### config.mk
export PLATFORM = sky130hd
export DESIGN_NAME = kbd_scan_link
export DESIGN_NICKNAME = d
export VERILOG_FILES = /design/src/rtl/kbd_scan_pkg.sv /design/src/rtl/kbd_matrix_scan.sv /design/src/rtl/kbd_serial_tx.sv /design/src/rtl/kbd_serial_rx.sv /design/src/rtl/kbd_scan_link.sv
export SDC_FILE = /design/constraint.sdc
export NUM_CORES = 1
export LEC_CHECK = 0
export ABC_AREA = 1
export CORE_MARGIN = 5
export CORE_UTILIZATION = 47
export CTS_BUF_LIST = sky130_fd_sc_hd__clkbuf_16
export DETAILED_ROUTE_END_ITERATION = 8
export HOLD_SLACK_MARGIN = 0.03
export PLACE_DENSITY = 0.64
export RECOVER_POWER = 50
export SYNTH_ARGS = -nofsm -noshare
export SYNTH_HDL_FRONTEND = slang
export SYNTH_SLANG_ARGS = --single-unit
### constraint.sdc
create_clock -name clk -period 2.5 [get_ports clk]
set_input_delay 0.5 -clock clk [delete_from_list [all_inputs] [get_ports clk]]
set_output_delay 0.5 -clock clk [all_outputs]
set_load 0.005 [all_outputs]
### src/rtl/kbd_scan_pkg.sv
package kbd_scan_pkg;
    localparam int CODE_W = 8;

    typedef struct packed {
        logic       rel;
        logic [3:0] strobe;
        logic [2:0] sense;
    } key_code_t;
endpackage

### src/rtl/kbd_matrix_scan.sv
module kbd_matrix_scan
    import kbd_scan_pkg::*;
#(
    parameter int N_STROBE = 11,
    parameter int N_SENSE  = 8,
    parameter int STEP_DIV = 109091
) (
    input  logic                clk,
    input  logic                rst_n,
    input  logic [N_SENSE-1:0]  sense_i,
    input  logic                tx_ready_i,
    output logic [N_STROBE-1:0] strobe_o,
    output logic                code_valid_o,
    output key_code_t           code_o
);
    localparam int IDX_W = $clog2(N_STROBE);
    localparam int POS_W = $clog2(N_SENSE);
    localparam int DIV_W = $clog2(STEP_DIV + 1);

    typedef struct packed {
        logic [IDX_W-1:0] idx;
        logic [DIV_W-1:0] div;
    } scan_t;

    scan_t             st_d, st_q;
    logic [N_SENSE-1:0] seen_d [N_STROBE];
    logic [N_SENSE-1:0] seen_q [N_STROBE];
    logic [N_SENSE-1:0] diff;
    logic [POS_W-1:0]   pos;
    logic               found;
    logic               step_end;
    logic               emit;

    always_comb begin
        step_end = (st_q.div == DIV_W'(STEP_DIV - 1));
        diff     = sense_i ^ seen_q[st_q.idx];
        found    = 1'b0;
        pos      = '0;
        for (int k = N_SENSE - 1; k >= 0; k--) begin
            if (diff[k]) begin
                found = 1'b1;
                pos   = POS_W'(k);
            end
        end
        emit = step_end && found && tx_ready_i;

        st_d = st_q;
        if (step_end) begin
            st_d.div = '0;
            st_d.idx = (st_q.idx == IDX_W'(N_STROBE - 1)) ? '0 : st_q.idx + 1'b1;
        end else begin
            st_d.div = st_q.div + 1'b1;
        end

        for (int s = 0; s < N_STROBE; s++) seen_d[s] = seen_q[s];
        if (emit) seen_d[st_q.idx][pos] = sense_i[pos];

        code_o.rel    = ~sense_i[pos];
        code_o.strobe = 4'(st_q.idx);
        code_o.sense  = 3'(pos);
        code_valid_o  = emit;
        strobe_o      = N_STROBE'(1) << st_q.idx;
    end

    always_ff @(posedge clk or negedge rst_n) begin
        if (!rst_n) begin
            st_q <= '0;
            for (int s = 0; s < N_STROBE; s++) seen_q[s] <= '0;
        end else begin
            st_q <= st_d;
            for (int s = 0; s < N_STROBE; s++) seen_q[s] <= seen_d[s];
        end
    end

    AST_STROBE_ONEHOT: assert property (@(posedge clk) disable iff (!rst_n)
        $countones(strobe_o) == 1) else $error("strobe not one-hot");
    AST_STROBE_HOLD: assert property (@(posedge clk) disable iff (!rst_n)
        !step_end |=> $stable(strobe_o)) else $error("strobe moved mid-dwell");
    AST_EMIT_ONLY_READY: assert property (@(posedge clk) disable iff (!rst_n)
        code_valid_o |-> tx_ready_i) else $error("code offered to busy link");
endmodule

### src/rtl/kbd_serial_tx.sv
module kbd_serial_tx
    import kbd_scan_pkg::*;
#(
    parameter int TX_HALF = 8
) (
    input  logic      clk,
    input  logic      rst_n,
    input  logic      load_i,
    input  key_code_t code_i,
    output logic      ready_o,
    output logic      ser_clk_o,
    output logic      ser_data_o
);
    localparam int TK_W  = $clog2(TX_HALF + 1);
    localparam int BIT_W = $clog2(CODE_W);

    typedef struct packed {
        logic              busy;
        logic [CODE_W-1:0] sh;
        logic [BIT_W-1:0]  bitn;
        logic [TK_W-1:0]   tick;
        logic              sclk;
        logic              sdat;
    } tx_t;

    tx_t tx_d, tx_q;

    always_comb begin
        tx_d = tx_q;
        if (!tx_q.busy) begin
            if (load_i) begin
                tx_d.busy = 1'b1;
                tx_d.sh   = code_i;
                tx_d.sdat = code_i[0];
                tx_d.sclk = 1'b0;
                tx_d.tick = '0;
                tx_d.bitn = '0;
            end
        end else if (tx_q.tick == TK_W'(TX_HALF - 1)) begin
            tx_d.tick = '0;
            if (!tx_q.sclk) begin
                tx_d.sclk = 1'b1;
            end else begin
                tx_d.sclk = 1'b0;
                if (tx_q.bitn == BIT_W'(CODE_W - 1)) begin
                    tx_d.busy = 1'b0;
                    tx_d.sdat = 1'b0;
                end else begin
                    tx_d.bitn = tx_q.bitn + 1'b1;
                    tx_d.sh   = tx_q.sh >> 1;
                    tx_d.sdat = tx_q.sh[1];
                end
            end
        end else begin
            tx_d.tick = tx_q.tick + 1'b1;
        end
    end

    always_ff @(posedge clk or negedge rst_n) begin
        if (!rst_n) tx_q <= '0;
        else        tx_q <= tx_d;
    end

    assign ready_o    = ~tx_q.busy;
    assign ser_clk_o  = tx_q.sclk;
    assign ser_data_o = tx_q.sdat;

    AST_DATA_STABLE_HIGH: assert property (@(posedge clk) disable iff (!rst_n)
        (ser_clk_o && $past(ser_clk_o)) |-> $stable(ser_data_o)) else $error("data moved while clock high");
    AST_LOAD_WHEN_IDLE: assert property (@(posedge clk) disable iff (!rst_n)
        (load_i && ready_o) |=> (!ready_o && !ser_clk_o)) else $error("load did not start frame");
endmodule

### src/rtl/kbd_serial_rx.sv
module kbd_serial_rx
    import kbd_scan_pkg::*;
(
    input  logic              clk,
    input  logic              rst_n,
    input  logic              ser_clk_i,
    input  logic              ser_data_i,
    input  logic              rd_i,
    output logic [CODE_W-1:0] byte_o,
    output logic              irq_o,
    output logic              overrun_o
);
    localparam int CNT_W = $clog2(CODE_W);

    typedef struct packed {
        logic              sclk_prev;
        logic [CODE_W-1:0] sh;
        logic [CNT_W-1:0]  cnt;
        logic [CODE_W-1:0] held;
        logic              irq;
        logic              ovr;
    } rx_t;

    rx_t  rx_d, rx_q;
    logic rise;
    logic done;

    always_comb begin
        rx_d           = rx_q;
        rx_d.sclk_prev = ser_clk_i;
        rise           = ser_clk_i && !rx_q.sclk_prev;
        done           = 1'b0;
        if (rise) begin
            rx_d.sh = {ser_data_i, rx_q.sh[CODE_W-1:1]};
            if (rx_q.cnt == CNT_W'(CODE_W - 1)) begin
                rx_d.cnt = '0;
                done     = 1'b1;
            end else begin
                rx_d.cnt = rx_q.cnt + 1'b1;
            end
        end
        if (rd_i) begin
            rx_d.irq = 1'b0;
            rx_d.ovr = 1'b0;
        end
        if (done) begin
            rx_d.held = rx_d.sh;
            rx_d.irq  = 1'b1;
            if (rx_q.irq && !rd_i) rx_d.ovr = 1'b1;
        end
    end

    always_ff @(posedge clk or negedge rst_n) begin
        if (!rst_n) rx_q <= '0;
        else        rx_q <= rx_d;
    end

    assign byte_o    = rx_q.held;
    assign irq_o     = rx_q.irq;
    assign overrun_o = rx_q.ovr;

    AST_READ_CLEARS: assert property (@(posedge clk) disable iff (!rst_n)
        (rd_i && !done) |=> (!irq_o && !overrun_o)) else $error("read left flags set");
    AST_OVERRUN_SET: assert property (@(posedge clk) disable iff (!rst_n)
        (done && irq_o && !rd_i) |=> overrun_o) else $error("overrun missed");
    AST_DONE_RAISES: assert property (@(posedge clk) disable iff (!rst_n)
        done |=> irq_o) else $error("frame end without interrupt");
endmodule

### src/rtl/kbd_scan_link.sv
module kbd_scan_link
    import kbd_scan_pkg::*;
#(
    parameter int N_STROBE = 11,
    parameter int N_SENSE  = 8,
    parameter int STEP_DIV = 109091,
    parameter int TX_HALF  = 8
) (
    input  logic                clk,
    input  logic                rst_n,
    output logic [N_STROBE-1:0] strobe_o,
    input  logic [N_SENSE-1:0]  sense_i,
    output logic                ser_clk_o,
    output logic                ser_data_o,
    input  logic                rd_i,
    output logic [CODE_W-1:0]   rx_byte_o,
    output logic                irq_o,
    output logic                overrun_o
);
    logic      tx_ready;
    logic      code_valid;
    key_code_t code;

    kbd_matrix_scan #(
        .N_STROBE (N_STROBE),
        .N_SENSE  (N_SENSE),
        .STEP_DIV (STEP_DIV)
    ) u_scan (
        .clk          (clk),
        .rst_n        (rst_n),
        .sense_i      (sense_i),
        .tx_ready_i   (tx_ready),
        .strobe_o     (strobe_o),
        .code_valid_o (code_valid),
        .code_o       (code)
    );

    kbd_serial_tx #(
        .TX_HALF (TX_HALF)
    ) u_tx (
        .clk        (clk),
        .rst_n      (rst_n),
        .load_i     (code_valid),
        .code_i     (code),
        .ready_o    (tx_ready),
        .ser_clk_o  (ser_clk_o),
        .ser_data_o (ser_data_o)
    );

    kbd_serial_rx u_rx (
        .clk        (clk),
        .rst_n      (rst_n),
        .ser_clk_i  (ser_clk_o),
        .ser_data_i (ser_data_o),
        .rd_i       (rd_i),
        .byte_o     (rx_byte_o),
        .irq_o      (irq_o),
        .overrun_o  (overrun_o)
    );
endmodule

==> impl_results.md, run 1 <==
- Static Leakage: around 5.7 nW
- Synth Warn #: 0
- Max_cap viols: 0
- RSZ-0062 raised after global routing: true
- PwrDens: between 400 and 500 nW/um^2
- Worst r2r path cells: 22
- Cell Rows: 48
- Final ANT Viol Nets: 0
- Failing checks: negative setup slack
- Slew headroom: 0.0346
- Total track usage: 0.245
- First-pass GRT wire length: 39.7 mm
- Global Route met2 Usage: 0.384
- Min setup slack post-route: -0.480 ns
- Filler cells: about 1400
- Met3 usage: 0.0472
- R2R Path Start: u_scan.code_o[3]$_DFFE_PN0N_
- M1 GR Usage: 0.337
- Synth unique cells: 34
- CP startpoint kind: register
- Syn avg cell area: 7.28 um^2
- Clk sink count: approximately 150
- Total Nets Final: ~1300
- Vias in the first global route: 7624
- Critical Path AT: roughly 3.3 ns
- Reg clk slew, reported paths: around 0.06 ns
- Latest clock arrival within the worst-skew pair: around 0.43 ns
- Max rail drop VDD: 0.000517 V
- Post-route DRC: 0
- Die Width: approximately 140 um
- Top Ports: 34
- Final setup violation count: around 100
- Critical path peak fanout: 6
- DR pass1 iterations: 6
- CTS Hold Bufs: 0
- DPL Wire Length: approximately 16 mm
- DP Cell Count: between 1000 and 1500
- GR Overflow Total: 0
- Syn Nets: 1165
- Skew final: between 0.007 and 0.008 ns
- Critical Path RT: ~2.9 ns
- R2R Path End: u_scan.seen_q[8]$_DFFE_PN0P_
- Via count: 8591
- Die height: 143 um
- Crit Path Class: register to register
- Inserted Diodes: 0
- Largest net degree at the start of global routing: 56
- Top Usage Layer GRT: met2
- WL per Instance: approximately 18 um
- CTS Buffer Depth: 2
- EDFF count, synth: 0
- Root Driver: clkbuf_16
- Slew @ Worst Pin: 1.45 ns
- HP Class: input pin to asynchronous set/reset pin
- Starting Density: 0.480
- CTS H-tree depth: 4
- Leading cell type in the layout, fill and taps excluded: nand2_1
- Initial antenna violation count: 0
- Core area: around 17000 um^2
- Port Buf Inserts: 33
- Vias per inst: ~5.7
- Cell area after synthesis: about 8300 um^2
- Tmin final: roughly 3.0 ns
- PnR Total Power: ~5.4 mW
- Die area: between 20000 and 25000 um^2
- Final instance count without filler cells: between 1500 and 2000
- Highest-count cells in the layout ignoring fill and taps: nand2_1, dfrtp_1, buf_4, inv_1, nor3_1
- Reg2reg setup slack: -0.48 ns
- Layout cells sized above 1: 0.271
- RD Place Congestion: 0.870
- Fmax: 336 MHz
- CTS tree: built
- Async SR Flop Fraction: 1.00
- Synthesized flop and latch total: between 100 and 150
- Total CTS buffers: 17
- Final Max Tran Viols: 0
- Status: complete, but fails checks
- Synthesized instance count: ~1100
- DRT Wirelength: around 28 mm
- Seq/Total Area, Yosys: 0.442
- DR iter-0 viols: around 850
- Final period util: 1.19
- Layout area overhead: 38.1%
- Final Hold Viols: 0
- Worst Setup End Kind: register
- Top FF cell, synth: dfrtp_1
cell families (layout without fill, tap and decap cells):
kind of cell / after synthesis / in the layout / share of synthesized area
AND/OR/NAND/NOR: 663 / 665 / 0.334
AO/OA/AOI/OAI: 152 / 153 / 0.121
buffers and inverters: 172 / 307 / 0.0883
adder cells (fa/ha/maj): 9 / 9 / 0.0135
XOR/XNOR: 2 / 2 / 0.00210
flip-flops: 147 / 147 / 0.442
cell type report:
class / instances / area (um^2) / area share
Sequential cell: 147 / 3680 / 0.320
Clock buffer: 17 / 425 / 0.0370
Timing Repair Buffer: 177 / 1940 / 0.169
Multi-Input combinational cell: 829 / 4630 / 0.403
Inverter: 97 / 390 / 0.0339
Timing Repair inverter: 2 / 13.8 / 0.00120
Tap cell: 225 / 282 / 0.0245
Clock inverter: 14 / 140 / 0.0122
per-layer routing:
layer,wire [um],part of all wire
met5,0,0
met2,12600,0.46
met4,1410,0.051
met3,2240,0.081
met1,11300,0.41
cells in the mapped netlist (2+ instances only):
library cell | number | area share
a211oi_1 | 2 | 0.0018
a21oi_1 | 15 | 0.0090
buf_2 | 27 | 0.016
buf_4 | 9 | 0.0081
buf_6 | 3 | 0.0041
clkbuf_1 | 35 | 0.016
clkinv_1 | 2 | 0.00090
dfrtp_1 | 147 | 0.44
ha_1 | 9 | 0.014
inv_1 | 86 | 0.039
inv_2 | 9 | 0.0041
nand2_1 | 434 | 0.20
nand2_2 | 4 | 0.0030
nand3_1 | 43 | 0.026
nand4_1 | 21 | 0.016
nor2_1 | 51 | 0.023
nor2_2 | 7 | 0.0053
nor2_4 | 3 | 0.0041
nor3_1 | 91 | 0.055
nor4_1 | 6 | 0.0045
o21ai_0 | 32 | 0.019
o21ai_1 | 6 | 0.0036
o22ai_1 | 4 | 0.0030
o31ai_1 | 87 | 0.078
or2_2 | 2 | 0.0015
xor2_1 | 2 | 0.0021
worst max-delay path, stage by stage (launching register included):
cell	delay, ns
dfrtp_2	0.49
buf_6	0.16
nor2_4	0.17
buf_6	0.18
nand2_4	0.07
nand3_4	0.07
nand2_2	0.07
nand3_2	0.07
nand2_1	0.06
nand2_2	0.10
buf_4	0.13
nand3_2	0.09
nand2_2	0.14
nand2_2	0.10
nor2_4	0.13
nand4_1	0.14
nand2_2	0.11
nor2_4	0.05
buf_12	0.14
nand2_8	0.15
buf_12	0.15
nand2_1	0.07
nand2_1	0.09
state kept, by name (all words and copies together), names as in the netlist:
| name | cells |
|---|---|
| u_tx.tx_q | 15 |
| u_scan.seen_q | 88 |
| u_rx.irq_o | 1 |
| u_scan.code_o | 4 |
| u_tx.ser_data_o | 1 |
| u_scan.st_q | 17 |
| u_rx.byte_o | 8 |
| u_tx.ser_clk_o | 1 |
| u_rx.overrun_o | 1 |
| u_rx.rx_q | 11 |
where the power goes:
group                  switching, mW  internal [mW]
clock                           1.05           1.46
sequential     0.0000000000000000628           2.38
combinational                  0.311          0.246
repair_timing:
| action | in CTS | in global routing |
|---|---|---|
| setup buffers | 7 | 15 |
| hold endpoints to repair | 0 | 0 |
| setup endpoints to repair | 111 | 113 |
| pin swaps | 6 | 39 |
| resized for setup | 83 | 143 |
| gates cloned | 8 | 17 |
how the worst max path moves through the flow:
stage | start | endpoint | slack [ns] | cells after the start
finish | u_scan.code_o[3]$_DFFE_PN0N_ | u_scan.seen_q[8]$_DFFE_PN0P_ | -0.48 | 22
global route | u_scan.code_o[3]$_DFFE_PN0N_ | u_scan.seen_q[26]$_DFFE_PN0P_ | -0.60 | 21
CTS | u_scan.code_o[3]$_DFFE_PN0N_ | u_scan.seen_q[3]$_DFFE_PN0P_ | -0.25 | 22
detailed placement | u_scan.code_o[3]$_DFFE_PN0N_ | u_scan.seen_q[23]$_DFFE_PN0P_ | -0.33 | 22
global placement | u_scan.code_o[3]$_DFFE_PN0N_ | u_scan.seen_q[87]$_DFFE_PN0P_ | -0.31 | 22
floorplan | u_scan.code_o[3]$_DFFE_PN0N_ | u_scan.seen_q[12]$_DFFE_PN0P_ | 0.03 | 19
per-stage QoR:
stage / worst slack (ns) / utilization / area, um^2 / hold WS, ns / setup TNS, ns
floorplan: 0.0252 / - / 8330 / 0.204 / 0
global placement: -0.308 / 0.547 / 9490 / 0.427 / -26.61
detailed placement: -0.328 / 0.547 / 9490 / 0.430 / -29.09
CTS: -0.250 / 0.609 / 10600 / 0.0434 / -22.56
global route: -0.602 / 0.663 / 11500 / 0.455 / -54.66
finish: -0.480 / 0.663 / 11500 / 0.396 / -41.35
Note: power is estimated with default switching activity, not from simulation.
==> run 2: changes to the inputs <==
CELL_PAD_IN_SITES_DETAIL_PLACEMENT = 1   (was default)
CELL_PAD_IN_SITES_GLOBAL_PLACEMENT = 1   (was default)
CORE_UTILIZATION = 43   (was 47)
DONT_BUFFER_PORTS = 1   (was default)
PLACE_DENSITY = 0.74   (was 0.64)
==> impl_results.md, run 2 (synthesis results as in run 1) <==
- Status: complete, but fails checks
- Failing checks: negative hold slack, negative setup slack
- Inserted Diodes: 0 (unchanged)
- DRT Wirelength: 35.5 mm (+29%)
- Via count: 8937 (+4.0%)
- DR iter-0 viols: 743 (-12%)
- Final ANT Viol Nets: 0 (unchanged)
- Final period util: 1.29 (+0.102)
- DR pass1 iterations: 5 (-1)
- Top reg by flops: u_scan.seen_q
- Vias in the first global route: 9273 (+22%)
- HP Class: input pin to asynchronous set/reset pin
- PwrDens: 474 nW/um^2 (+0.12%)
- Die Width: 149 um (+4.2%)
- Final Hold Viols: 147 (+147)
- WL per Instance: 23.6 um (+29%)
- Largest regs: u_scan.seen_q: 88 flops, u_scan.st_q: 17 flops, u_tx.tx_q: 15 flops
- PnR Total Power: 5.38 mW (-1.1%)
- Int Power: 4.01 mW (-1.8%)
- Worst Setup End Kind: register
- Critical Path RT: 2.80 ns (-0.06 ns)
- Die height: 149 um (+4.2%)
- Root Driver: clkbuf_16
- DP Cell Count: 1426 (-0.28%)
- Clk sink count: 147 (unchanged)
- Min setup slack post-route: -0.735 ns (-0.255 ns)
- Largest register FFs: 88 (unchanged)
- Total CTS buffers: 17 (unchanged)
- Max rail drop VDD: 0.000425 V (-18%)
- Die area: 22300 um^2 (+8.6%)
- Total Nets Final: 1243 (-3.7%)
- Post-route DRC: 0 (unchanged)
- Layout area overhead: 36.4%
- Static Leakage: 5.54 nW (-3.2%)
- Total track usage: 0.288 (+0.0430)
- CTS tree: built
- Hold_ws: -0.244 ns (-0.640 ns)
- Final setup violation count: 106 (+3.9%)
- Port Buf Inserts: 0 (-100%)
- Largest net degree at the start of global routing: 148 (+160%)
- Latest clock arrival within the worst-skew pair: 0.44 ns (about the same)
- Leading cell type in the layout, fill and taps excluded: nand2_1
- Psw: 1.37 mW (+0.82%)
- Highest-count cells in the layout ignoring fill and taps: nand2_1, dfrtp_1, buf_4, inv_1, nand2_2
- First-pass GRT wire length: 50.2 mm (+26%)
- Sequential share of power: 0.442 (+0.005)
- Crit Path Class: register to register
- Vias per inst: 5.95 (+4.5%)
- Skew final: 0.0124 ns (+0.00451 ns)
- GR Overflow Total: 0 (unchanged)
- Cell Rows: 51 (+6.3%)
- Final instance count without filler cells: 1501 (-0.46%)
- Tmin final: 3.24 ns (+0.255 ns)
- Sw Ratio: 0.255 (+0.00497)
- Slew headroom: 0.432 (+0.398)
- Setup total negative slack: -61.47 ns (-20.12 ns)
- Layout cells sized above 1: 0.307 (+0.0362)
- Post-Place Setup Slack: -0.459 ns (-0.132 ns)
- CTS H-tree depth: 4 (unchanged)
- Final Max Tran Viols: 0 (unchanged)
- Critical Path AT: 3.53 ns (+0.19 ns)
- CP startpoint kind: register
- RSZ-0062 raised after global routing: true
- Starting Density: 0.432 (-0.0477)
- DPL Wire Length: 17.5 mm (+11%)
- Top Ports: 34 (unchanged)
- CTS Buffer Depth: 2 (unchanged)
- Max_cap viols: 0 (unchanged)
- Core area: 19300 um^2 (+11%)
- Slew @ Worst Pin: 0.851 ns (-0.598 ns)
- Combinational share of power: 0.081 (-0.021)
- RD Place Congestion: 0.853 (-1.9%)
- Fmax: 309 MHz (-7.9%)
- Critical path peak fanout: 14 (+8)
- Reg clk slew, reported paths: 0.07 ns (about the same)
- Initial antenna violation count: 0 (unchanged)
- Clk pwr share: 0.477 (+0.016)
-- run 2: changes by cell type in the layout (fill, tap and decap cells not counted), moves of 6 or more --
cell / before / now
nand2_4: 7 / 18
nand2_2: 65 / 84
nor2_1: 35 / 41
buf_6: 19 / 12
dlymetal6s2s_1: 6 / 0
nand2_1: 365 / 330
clkdlybuf4s50_1: 25 / 0
-- run 2: stage by stage --
step                 util  area [um^2]
floorplan               -         8330
global placement    0.476         9180
detailed placement  0.476         9180
CTS                 0.558        10800
global route        0.590        11400
finish              0.590        11400
-- run 2: path summary, 6_finish.rpt --
| check | cells past startpoint | start | to | slack [ns] |
|---|---|---|---|---|
| worst max-delay path | 25 | u_scan.code_o[3]$_DFFE_PN0N_ | u_scan.seen_q[7]$_DFFE_PN0P_ | -0.74 |
| worst min-delay path | 0 | rst_n | u_scan.seen_q[85]$_DFFE_PN0P_ | -0.24 |
| worst max register to register | 25 | u_scan.code_o[3]$_DFFE_PN0N_ | u_scan.seen_q[7]$_DFFE_PN0P_ | -0.74 |
| worst min register to register | 0 | u_tx.ser_clk_o$_DFFE_PN0P_ | u_rx.rx_q[21]$_DFF_PN0_ | 0.46 |
| max in group asynchronous | 0 | rst_n | u_rx.byte_o[7]$_DFFE_PN0P_ | 2.53 |
| min in group clk | 1 | rd_i | u_rx.overrun_o$_DFF_PN0_ | 0.16 |
-- run 2: area by class of cell --
class / instances / area, um^2
sequential: 147 / 3680
fill: 2293 / 7910
timing repair buffer: 132 / 1470
inverter: 97 / 392
clock inverter: 15 / 143
clock buffer: 17 / 425
tap: 265 / 332
timing repair inverter: 1 / 6.26
multi-input combinational: 827 / 4910
-- run 2: power by group through the flow --
| stage | registers (mW) | clock network, mW | logic, mW |
|---|---|---|---|
| 2_1_floorplan | 2.42 | 0 | 0.133 |
| 3_3_place_gp | 2.42 | 0 | 0.226 |
| 3_5_place_dp | 2.42 | 0 | 0.229 |
| 4_1_cts | 2.38 | 2.58 | 0.321 |
| 5_1_grt | 2.38 | 2.69 | 0.445 |
| 6_report | 2.38 | 2.57 | 0.436 |
-- run 2: what timing repair did --
| action | CTS | global route |
|---|---|---|
| buffers inserted | 20 | 15 |
| gates cloned | 8 | 4 |
| gates resized for setup | 165 | 128 |
| pin swaps | 29 | 38 |
| endpoints found under the setup margin | 101 | 109 |
| endpoints found under the hold margin | 147 | 147 |
-- run 2: metal layers --
layer | vias up | GRT usage | share of wire
met3 | 161 | 0.0593 | 0.061
li1 | 3923 | - | -
met5 | - | 0 | 0
met2 | 398 | 0.496 | 0.50
met1 | 4455 | 0.341 | 0.38
met4 | 0 | 0.143 | 0.059
-- run 2: worst max-delay path, cell delays in order (launching register included) --
cell,delay [ns]
dfrtp_2,0.45
buf_6,0.16
inv_8,0.08
buf_8,0.15
nand2_1,0.08
nand2_1,0.08
nand2_1,0.07
nand2_2,0.10
nand2_1,0.12
nand3_1,0.13
nand2_1,0.07
nand2_2,0.10
nand2_2,0.08
nand2_2,0.06
nand2_2,0.06
nand2_2,0.10
nand2_4,0.09
nand2_8,0.11
nand2_8,0.08
nand3_2,0.09
nand2_2,0.07
nor2_4,0.20
nand2_8,0.16
buf_16,0.20
nand2_1,0.09
nand2_1,0.10
